## src/rtl/chan_seq.sv

```systemverilog
module chan_seq (
  input  logic       clk,
  input  logic       rst_n,
  input  logic       cfg_wr,
  input  logic [7:0] cfg_data,
  input  logic       conv_start,
  input  logic       conv_done,
  output logic [7:0] ctrl_q,
  output logic       aout_en,
  output logic       osc_run,
  output logic [1:0] conv_pos,
  output logic [1:0] conv_neg,
  output logic       conv_diff
);

  logic       aoe_q, ainc_q, busy_q;
  logic [1:0] mode_q, chan_q;
  logic [1:0] cpos_q, cneg_q;
  logic       cdiff_q;

  function automatic logic [1:0] top_chan(input logic [1:0] m);
    case (m)
      2'b00:   return 2'd3;
      2'b11:   return 2'd1;
      default: return 2'd2;
    endcase
  endfunction

  logic [1:0] wr_top, wr_chan, cur_top, adv_chan;
  assign wr_top   = top_chan(cfg_data[5:4]);
  assign wr_chan  = (cfg_data[1:0] > wr_top) ? wr_top : cfg_data[1:0];
  assign cur_top  = top_chan(mode_q);
  assign adv_chan = (chan_q == cur_top) ? 2'd0 : chan_q + 2'd1;

  logic [1:0] dec_pos, dec_neg;
  logic       dec_diff;
  always_comb begin
    dec_pos  = chan_q;
    dec_neg  = 2'd0;
    dec_diff = 1'b0;
    case (mode_q)
      2'b01: begin
        dec_neg  = 2'd3;
        dec_diff = 1'b1;
      end
      2'b10: if (chan_q == 2'd2) begin
        dec_neg  = 2'd3;
        dec_diff = 1'b1;
      end
      2'b11: begin
        dec_pos  = {chan_q[0], 1'b0};
        dec_neg  = {chan_q[0], 1'b1};
        dec_diff = 1'b1;
      end
      default: ;
    endcase
  end

  always_ff @(posedge clk) begin
    if (!rst_n) begin
      aoe_q  <= 1'b0;
      ainc_q <= 1'b0;
      mode_q <= 2'b00;
      chan_q <= 2'd0;
    end else if (cfg_wr) begin
      aoe_q  <= cfg_data[6];
      ainc_q <= cfg_data[2];
      mode_q <= cfg_data[5:4];
      chan_q <= wr_chan;
    end else if (conv_done && ainc_q) begin
      chan_q <= adv_chan;
    end
  end

  always_ff @(posedge clk) begin
    if (!rst_n) begin
      busy_q  <= 1'b0;
      cpos_q  <= 2'd0;
      cneg_q  <= 2'd0;
      cdiff_q <= 1'b0;
    end else begin
      if (conv_start) begin
        busy_q  <= 1'b1;
        cpos_q  <= dec_pos;
        cneg_q  <= dec_neg;
        cdiff_q <= dec_diff;
      end else if (conv_done) begin
        busy_q <= 1'b0;
      end
    end
  end

  assign ctrl_q    = {1'b0, aoe_q, mode_q, 1'b0, ainc_q, chan_q};
  assign aout_en   = aoe_q;
  assign osc_run   = aoe_q | busy_q;
  assign conv_pos  = cpos_q;
  assign conv_neg  = cneg_q;
  assign conv_diff = cdiff_q;

endmodule


```

## config.mk

```make
export PLATFORM = sky130hd
export DESIGN_NAME = chan_seq
export DESIGN_NICKNAME = d
export VERILOG_FILES = /design/src/rtl/chan_seq.sv
export SDC_FILE = /design/constraint.sdc
export NUM_CORES = 1
export LEC_CHECK = 0
export CORE_MARGIN = 2
export CORE_UTILIZATION = 40
export DETAILED_ROUTE_END_ITERATION = 8
export GPL_TIMING_DRIVEN = 0
export HOLD_SLACK_MARGIN = 0.05
export PLACE_DENSITY = 0.73
export SKIP_CTS_REPAIR_TIMING = 1
export SLEW_MARGIN = 20
export SYNTH_ARGS = -nofsm -noshare
export SYNTH_HDL_FRONTEND = slang
export SYNTH_SLANG_ARGS = --single-unit
```

## constraint.sdc

```tcl
create_clock -name clk -period 1.69 [get_ports clk]
set_input_delay 0.2535 -clock clk [delete_from_list [all_inputs] [get_ports clk]]
set_output_delay 0.2535 -clock clk [all_outputs]
set_load 0.01 [all_outputs]
```

Word level (Yosys, flattened, before mapping)
Cells that the tools add are included.
{"block": "word_totals", "regBits": 12, "inputBits": 13, "output_inout_bits": 15, "wordCells": 36}
{"block": "classes", "add_sub_neg": 1, "magnitude_cmp": 1, "n_eq_ne": 6, "n_mux": 13, "bitwise_logic": 1, "reduce_logical": 6}
{"op": "2-to-1 mux 2 bit", "n": 6}
{"op": "equality test 2 bit, second input constant", "n": 4}
{"op": "one-hot mux 2 bit (2 select lines)", "n": 2}
{"op": "one-hot mux 2 bit (3 select lines)", "n": 1}
{"op": "zero test 2 bit", "n": 2}
{"op": "nonzero test 2 bit", "n": 2}
{"op": "2-to-1 mux 1 bit", "n": 3}
{"op": "adder 2 x 1 -> 2 bit, second input constant", "n": 1}
{"op": "equality test 2 x 1 -> 1 bit, second input constant", "n": 1}
{"op": "equality test 2 bit", "n": 1}
{"op": "greater-than comparator 2 bit", "n": 1}
{"op": "one-hot mux 1 bit (2 select lines)", "n": 1}
{"op": "OR reduction 2 bit", "n": 1}
{"op": "logical AND 1 bit", "n": 1}
{"op": "OR 1 bit", "n": 1}

Logic depth before layout (Yosys ltp)
Gate-level depths: netlist (run 1).
{"block": "logic_depth", "word_depth": 6, "ltp_mapped": 7}

Least setup slack after synthesis (run 1)
OpenSTA, ideal clock, no wires.
{"block": "synth_timing", "path_kind": "reg-to-reg", "from": "register mode_q[1]", "to": "register chan_q[0]", "setup_time_ns": 0.122, "t_arrival_ns": 1.248, "t_required_ns": 1.568, "slack_ns": 0.320, "stages_incl_launch_ff": 7, "synth_period_minus_slack_ns": 1.370, "path_cell_list": "dfxtp_1 inv_1 ha_1 nand3_1 o21ai_1 o31a_1 o21ai_1"}
{"block": "synth_via", "elab_chain_len": 6}
{"item": "start: declaration", "line": "17", "source": "logic [1:0] mode_q, chan_q;"}
{"item": "start signal: assignment", "line": "68", "source": "mode_q <= cfg_data[5:4];"}
{"item": "equality test 2 bit or zero test 2 bit (tied branches)", "line": "22", "source": "case (m)"}
{"item": "one-hot mux 2 bit (2 select lines) *", "line": "22"}
{"item": "equality test 2 bit *", "line": "33", "source": "assign adv_chan = (chan_q == cur_top) ? 2'd0 : chan_q + 2'd1;"}
{"item": "2-to-1 mux 2 bit *", "line": "33"}
{"item": "2-to-1 mux 2 bit *", "line": "70", "source": "end else if (conv_done && ainc_q) begin"}
{"item": "2-to-1 mux 2 bit *", "line": "65", "source": "end else if (cfg_wr) begin"}
{"item": "end signal: assignment", "line": "69", "source": "chan_q <= wr_chan;"}
{"item": "end signal: assignment", "line": "71", "source": "chan_q <= adv_chan;"}
{"item": "end: declaration", "line": "17"}
Mark *: on every way between the ends. The rest lies on a longest branch, timed or not. The select of a mux whose other input is x is not followed.
A chain may end at the register's enable or synchronous reset.

Worst setup path in the final report (run 1)
{"block": "layout_timing", "from": "register aoe_q, in the netlist aout_en", "to": "output osc_run"}
{"block": "layout_via", "elab_chain_len": 1}
{"item": "start: declaration", "line": "16", "source": "logic aoe_q, ainc_q, busy_q;"}
{"item": "start signal: assignment", "line": "66", "source": "aoe_q <= cfg_data[6];"}
{"item": "OR 1 bit", "line": "95", "source": "assign osc_run = aoe_q | busy_q;"}
{"item": "end: declaration", "line": "10", "source": "output logic osc_run,"}
Every way passes these cells.

==> run_results.csv, run 1 <==
group,metric,value,unit
timing,fin_crit,1630,ps
power_and_ir_drop,p_sw,0.194,mW
global_route,grt_pass1_wl,2500,um
hold_path,min_path_cells,2,
synth,synthDistinctLibCells,32,
power_and_ir_drop,clock_power_share,31.4,%
route,vias,657,
critical_path,rr_endpoint,"chan_q[0]",
route,dr.pass1.iters,3,
power_and_ir_drop,swShare,26.7,%
synth,syn_inst,84,
placed_design,gp_congestion,0.827,
synth,ys_seq_elements,12,
timing,rsz0062_at_grt,"no",
timing,clock.fmax,0.614,GHz
critical_path,required,1440,ps
flow_run,maxCapViolCount,0,
clock_tree,htreeDepth,1,
critical_path,r2r-start,"mode_q[0]",
outcome,outcome,"finished clean",
floorplanning,die_y,47.5,um
clock_tree,clk_latency,270,ps
finish,fin_area,1070,um^2
clock_tree,numCtsBuffers,3,
floorplanning,core,1750,um^2
route,drtAntennaViolNets,0,
power_and_ir_drop,p_total,0.729,mW
global_route,grt_overflow,0,
floorplanning,start_util,43.4,%
timing,finalHoldViolCount,0,
finish,layoutNonFillerInstCount,137,
finish,n_antenna_cell,0,
clock_tree,clockRootBuffer,"clkbuf_4",
floorplanning,die_x,47.5,um
clock_tree,cts_tree,"built",
power_and_ir_drop,p_leak,0.442,nW
power_and_ir_drop,irDropWorstVdd,0.000487,V
power_and_ir_drop,p_comb_share,24.7,%
placed_design,dpl_cell_area,1020,um^2
global_route,grt_max_degree,11,
power_and_ir_drop,powerDensity,680,nW/um^2
timing,drv_slew,0,
global_route,grt_pass1_vias,626,
route,route.detailed.drc,0,
placed_design,dpl.cell_count,133,
global_route,grtUsageTotal,16.1,%
finish,layout-drive-gt1-share,13.4,%
route,totalWireLength,1520,um
global_route,antenna_found_initial,0,
synth,ys_seq_area_share,31.7,%
critical_path,crit_fanout,4,
critical_path,reg2regPathDepth,6,
critical_path,r2r_slack,240,ps
floorplanning,rows,15,
power_and_ir_drop,sequentialPowerShare,43.9,%
route,via_per_inst,4.80,
floorplanning,ios,28,
critical_path,startpoint,"aout_en",
critical_path,worstPathArrival,1380,ps
clock_tree,path_clk_slew,80,ps
finish,fin_nets,136,
hold_path,worstHoldStart,"busy_q",
placed_design,hpwl,1220,um
clock_tree,cts_num_sinks,12,
critical_path,worstSetupPathType,"reg -> out",
route,wl_per_cell,11.1,um
timing,finalCritPeriodShare,96.4,%
synth,avgSynthCellArea,9.01,um^2
critical_path,crit_path_end_kind,"output pin",
hold_path,min_path_type,"reg -> reg",
synth,netlist_area,757,um^2
placed_design,port_buffers,23,
timing,fin_skew,3.98,ps
synth,ys.warnings.count,0,
critical_path,start_kind,"flop",
timing,setup-tns-final,0,ps
timing,setup_viol,0,
route,drt_iter0_drc,6,
hold_path,holdPathEnd,"busy_q",
power_and_ir_drop,p_int,0.534,mW
floorplanning,die-area,2260,um^2
clock_tree,clock_path_buffers,2,
finish,area_growth_syn_to_layout,41.7,%
[stage by stage]
step                      worst slack (ps)  util, %  hold slack (ps)
final                                 61.0     61.4              471
after global routing                  2.52     61.4              506
after CTS                             40.8     60.6              473
after detailed placement              -189     58.6              459
after global placement                -157     58.6              463
after floorplan                        320        -              344
[flip-flops by register name, indices dropped and copies added (netlist names)]
signal	flops
ainc_q	1
aout_en	1
busy_q	1
chan_q	2
conv_diff	1
conv_neg	2
conv_pos	2
mode_q	2
[worst max-delay path, stage by stage (launching register included)]
cell and delay, ps:
dfxtp_1 340, or2_2 290, clkdlybuf4s50_1 480
[synthesized netlist by cell type]
library cell	instances	area, um^2
a211oi_1	2	15.0
inv_2	1	3.75
o31ai_1	1	7.51
a22oi_2	1	12.5
o21ai_1	3	15.0
ha_1	10	125
clkbuf_1	1	3.75
a21boi_1	2	15.0
inv_1	9	33.8
a211oi_2	1	12.5
o22ai_1	1	6.26
mux2i_1	5	50.1
nand2_1	1	3.75
o211ai_1	1	7.51
buf_2	1	5.00
nor2_1	3	11.3
a31oi_1	1	6.26
a21oi_1	5	25.0
nor2b_1	6	37.5
nand4_1	1	6.26
nor3_1	1	5.00
o31a_1	1	8.76
buf_4	4	30.0
a31o_1	2	17.5
nand3_1	1	5.00
dfxtp_1	12	240
or2_2	1	6.26
nand2b_1	1	6.26
xnor2_1	2	17.5
nor3b_1	1	7.51
conb_1	1	3.75
and2_1	1	6.26
[cells by family after synthesis]
group	Yosys count	synth area share [%]
adder cells (fa/ha/maj)	10	16.5
other	1	0.495
XOR/XNOR	2	2.31
AO/OA/AOI/OAI	21	19.7
multiplexers	5	6.61
buffers and inverters	16	10.1
AND/OR/NAND/NOR	17	12.6
flip-flops	12	31.7
[power groups by stage]
stage                     Combinational (mW)  Clock, mW  Sequential, mW
final                                  0.180      0.229           0.320
after global routing                   0.204      0.246           0.324
after CTS                              0.179      0.237           0.320
after detailed placement               0.178          0           0.327
after global placement                 0.174          0           0.325
after floorplan                       0.0915          0           0.329
[metal layers]
metal / wire [um] / vias up / global-route usage, %
met3: 70 / 2 / 2.26
met5: 0 / - / 0
met1: 692 / 297 / 19.8
met4: 19 / 0 / 10.0
met2: 741 / 18 / 26.5
li1: - / 340 / -
[how the worst max path moves through the flow]
stage | slack (ps) | cells after the start | to
floorplan | 320 | 6 | chan_q[0]
global placement | -160 | 8 | chan_q[0]
detailed placement | -190 | 8 | chan_q[0]
CTS | 40 | 2 | osc_run
global route | 3 | 2 | osc_run
finish | 60 | 2 | osc_run
[cells in the final DEF, fill, tap and decap left out, types with 2 or more instances in the layout]
cell type and instances:
clkdlybuf4s50_1 23, dfxtp_1 11, nor2_1 3, o21ai_1 3, buf_4 4, xnor2_1 2, ha_1 9, a211oi_1 2
a21oi_1 5, inv_1 9, a31o_1 2, conb_1 2, clkbuf_4 3, nor2b_1 6, a21boi_1 2, mux2i_1 5
[final cells by class]
class | count | area (um^2)
plain buffers | 6 | 38.8
repair buffers | 23 | 230
flip-flops and latches | 12 | 241
multi-input cells | 57 | 457
clock buffers | 4 | 36.3
inverters | 10 | 37.5
fillers | 175 | 673
well taps | 25 | 31.3
(Power assumes the default switching activity.)
==> run 2: changes to the inputs <==
Settings changed: CORE_ASPECT_RATIO set to 1.25, PLACE_DENSITY 0.73 to not set, PLACE_DENSITY_LB_ADDON set to 0.2.
Clock period 1.69 ns to 1.9 ns, I/O delays scaled along.
==> run 2 against run 1 <==
Effect of this change: first-iteration DRC count shrank 67%; worst setup slack gained 160 ps; clock skew shrank 2.4 ps; die area grew 0.10%; routed wire length shrank 2.5%; final area shrank 2.0%; clock-buffer cell count is the same; register-to-register slack gained 170 ps; cell count shrank 4.4%; core utilization shrank 1.9 points; non-clock buffer count is the same; flip-flop and latch count is the same.
==> run_results.csv, run 2 (synthesis results as in run 1) <==
group,metric,value,unit
outcome,outcome,"finished clean",
finish,area_growth_syn_to_layout,38.8,%
hold_path,min_path_cells,2,
timing,finalHoldViolCount,0,
placed_design,dpl.cell_count,127,
clock_tree,cts_tree,"built",
route,dr.pass1.iters,4,
critical_path,crit_cells,1,
floorplanning,core,1770,um^2
placed_design,dpl_cell_area,1010,um^2
route,drtAntennaViolNets,0,
finish,mostFrequentLayoutCells,"clkdlybuf4s50_1, dfxtp_1, ha_1",
critical_path,r2r_slack,410,ps
critical_path,rr_endpoint,"chan_q[0]",
critical_path,worstSetupPathType,"reg -> out",
critical_path,crit_family,"buffers and inverters",
floorplanning,die-area,2260,um^2
route,drt_iter0_drc,2,
global_route,grtUsageTotal,16.0,%
timing,clock.fmax,0.596,GHz
global_route,grt_overflow,0,
clock_tree,clk_latency,270,ps
hold_path,holdPathEnd,"busy_q",
timing,setup_viol,0,
floorplanning,rows,17,
power_and_ir_drop,irDropWorstVdd,0.000365,V
finish,fin_nets,136,
global_route,grt_pass1_wl,2650,um
critical_path,crit_fanout,9,
critical_path,cp_num_buf_inv,1,
power_and_ir_drop,p_total,0.648,mW
critical_path,r2r-start,"mode_q[1]",
floorplanning,die_y,52.6,um
route,wl_per_cell,11.3,um
route,route.detailed.drc,0,
clock_tree,cts_num_sinks,12,
global_route,grt_pass1_vias,613,
critical_path,required,1620,ps
finish,fin_area,1050,um^2
critical_path,slowest_stage,"clkdlybuf4s50_1",
finish,final_common_cell,"clkdlybuf4s50_1",
hold_path,min_path_type,"reg -> reg",
placed_design,port_buffers,23,
critical_path,crit_path_end_kind,"output pin",
global_route,grt_max_degree,11,
global_route,antenna_found_initial,0,
power_and_ir_drop,p_leak,0.441,nW
clock_tree,clockRootBuffer,"clkbuf_4",
flow_run,maxCapViolCount,0,
clock_tree,htreeDepth,1,
timing,rsz0062_at_grt,"no",
route,totalWireLength,1490,um
power_and_ir_drop,powerDensity,616,nW/um^2
critical_path,worstPathArrival,1390,ps
timing,layout_setup_ws,221,ps
critical_path,slowest_delay,600,ps
critical_path,start_kind,"flop",
finish,layoutNonFillerInstCount,131,
floorplanning,die_x,42.9,um
timing,fin_crit,1680,ps
critical_path,reg2regPathDepth,6,
placed_design,hpwl,1160,um
clock_tree,clock_path_buffers,2,
finish,layout-drive-gt1-share,11.6,%
route,via_per_inst,4.94,
timing,hold_ws,473,ps
finish,n_antenna_cell,0,
timing,finalCritPeriodShare,88.4,%
critical_path,crit_chain,"clkdlybuf4s50_1",
route,vias,647,
clock_tree,numCtsBuffers,3,
placed_design,place_ws,-12.8,ps
hold_path,worstHoldStart,"busy_q",
timing,drv_slew,0,
critical_path,startpoint,"mode_q[1]",
timing,fin_skew,1.58,ps
placed_design,gp_congestion,0.742,
floorplanning,ios,28,
floorplanning,start_util,42.9,%
clock_tree,path_clk_slew,80,ps
[run 2: power breakdown]
part / total [mW] / internal [mW] / leakage [nW] / switching [mW]
Combinational: 0.156 / 0.0900 / 0.322 / 0.0663
Sequential: 0.284 / 0.266 / 0.0988 / 0.0177
Clock: 0.207 / 0.116 / 0.0210 / 0.0907
[run 2: cell type report]
cell class	count	area [um^2]
fill	156	714
timing repair buffer	23	230
tap	19	23.8
inverter	10	37.5
multi-input combinational	57	444
clock buffer	4	36.3
buffer	6	38.8
sequential	12	240
[run 2: worst max-delay path by stage]
stage,slack [ps],to
after global routing,170,ctrl_q[5]
final,220,ctrl_q[5]
after CTS,220,ctrl_q[5]
after global placement,30,chan_q[0]
after detailed placement,-10,chan_q[0]
after floorplan,530,chan_q[0]
[run 2: stage by stage]
step,TNS (ps),util [%]
after floorplan,0,-
after global placement,0,57.5
after detailed placement,-12.8,57.5
after CTS,0,59.5
after global routing,0,59.5
final,0,59.5
[run 2: metal layers]
metal	vias up	global-route usage [%]	wire (um)	part of all wire (%)
met3	4	3.10	45	3.0
li1	340	-	-	-
met4	0	10.9	40	2.7
met1	288	18.5	677	46
met2	15	26.3	723	49
met5	-	0	0	0
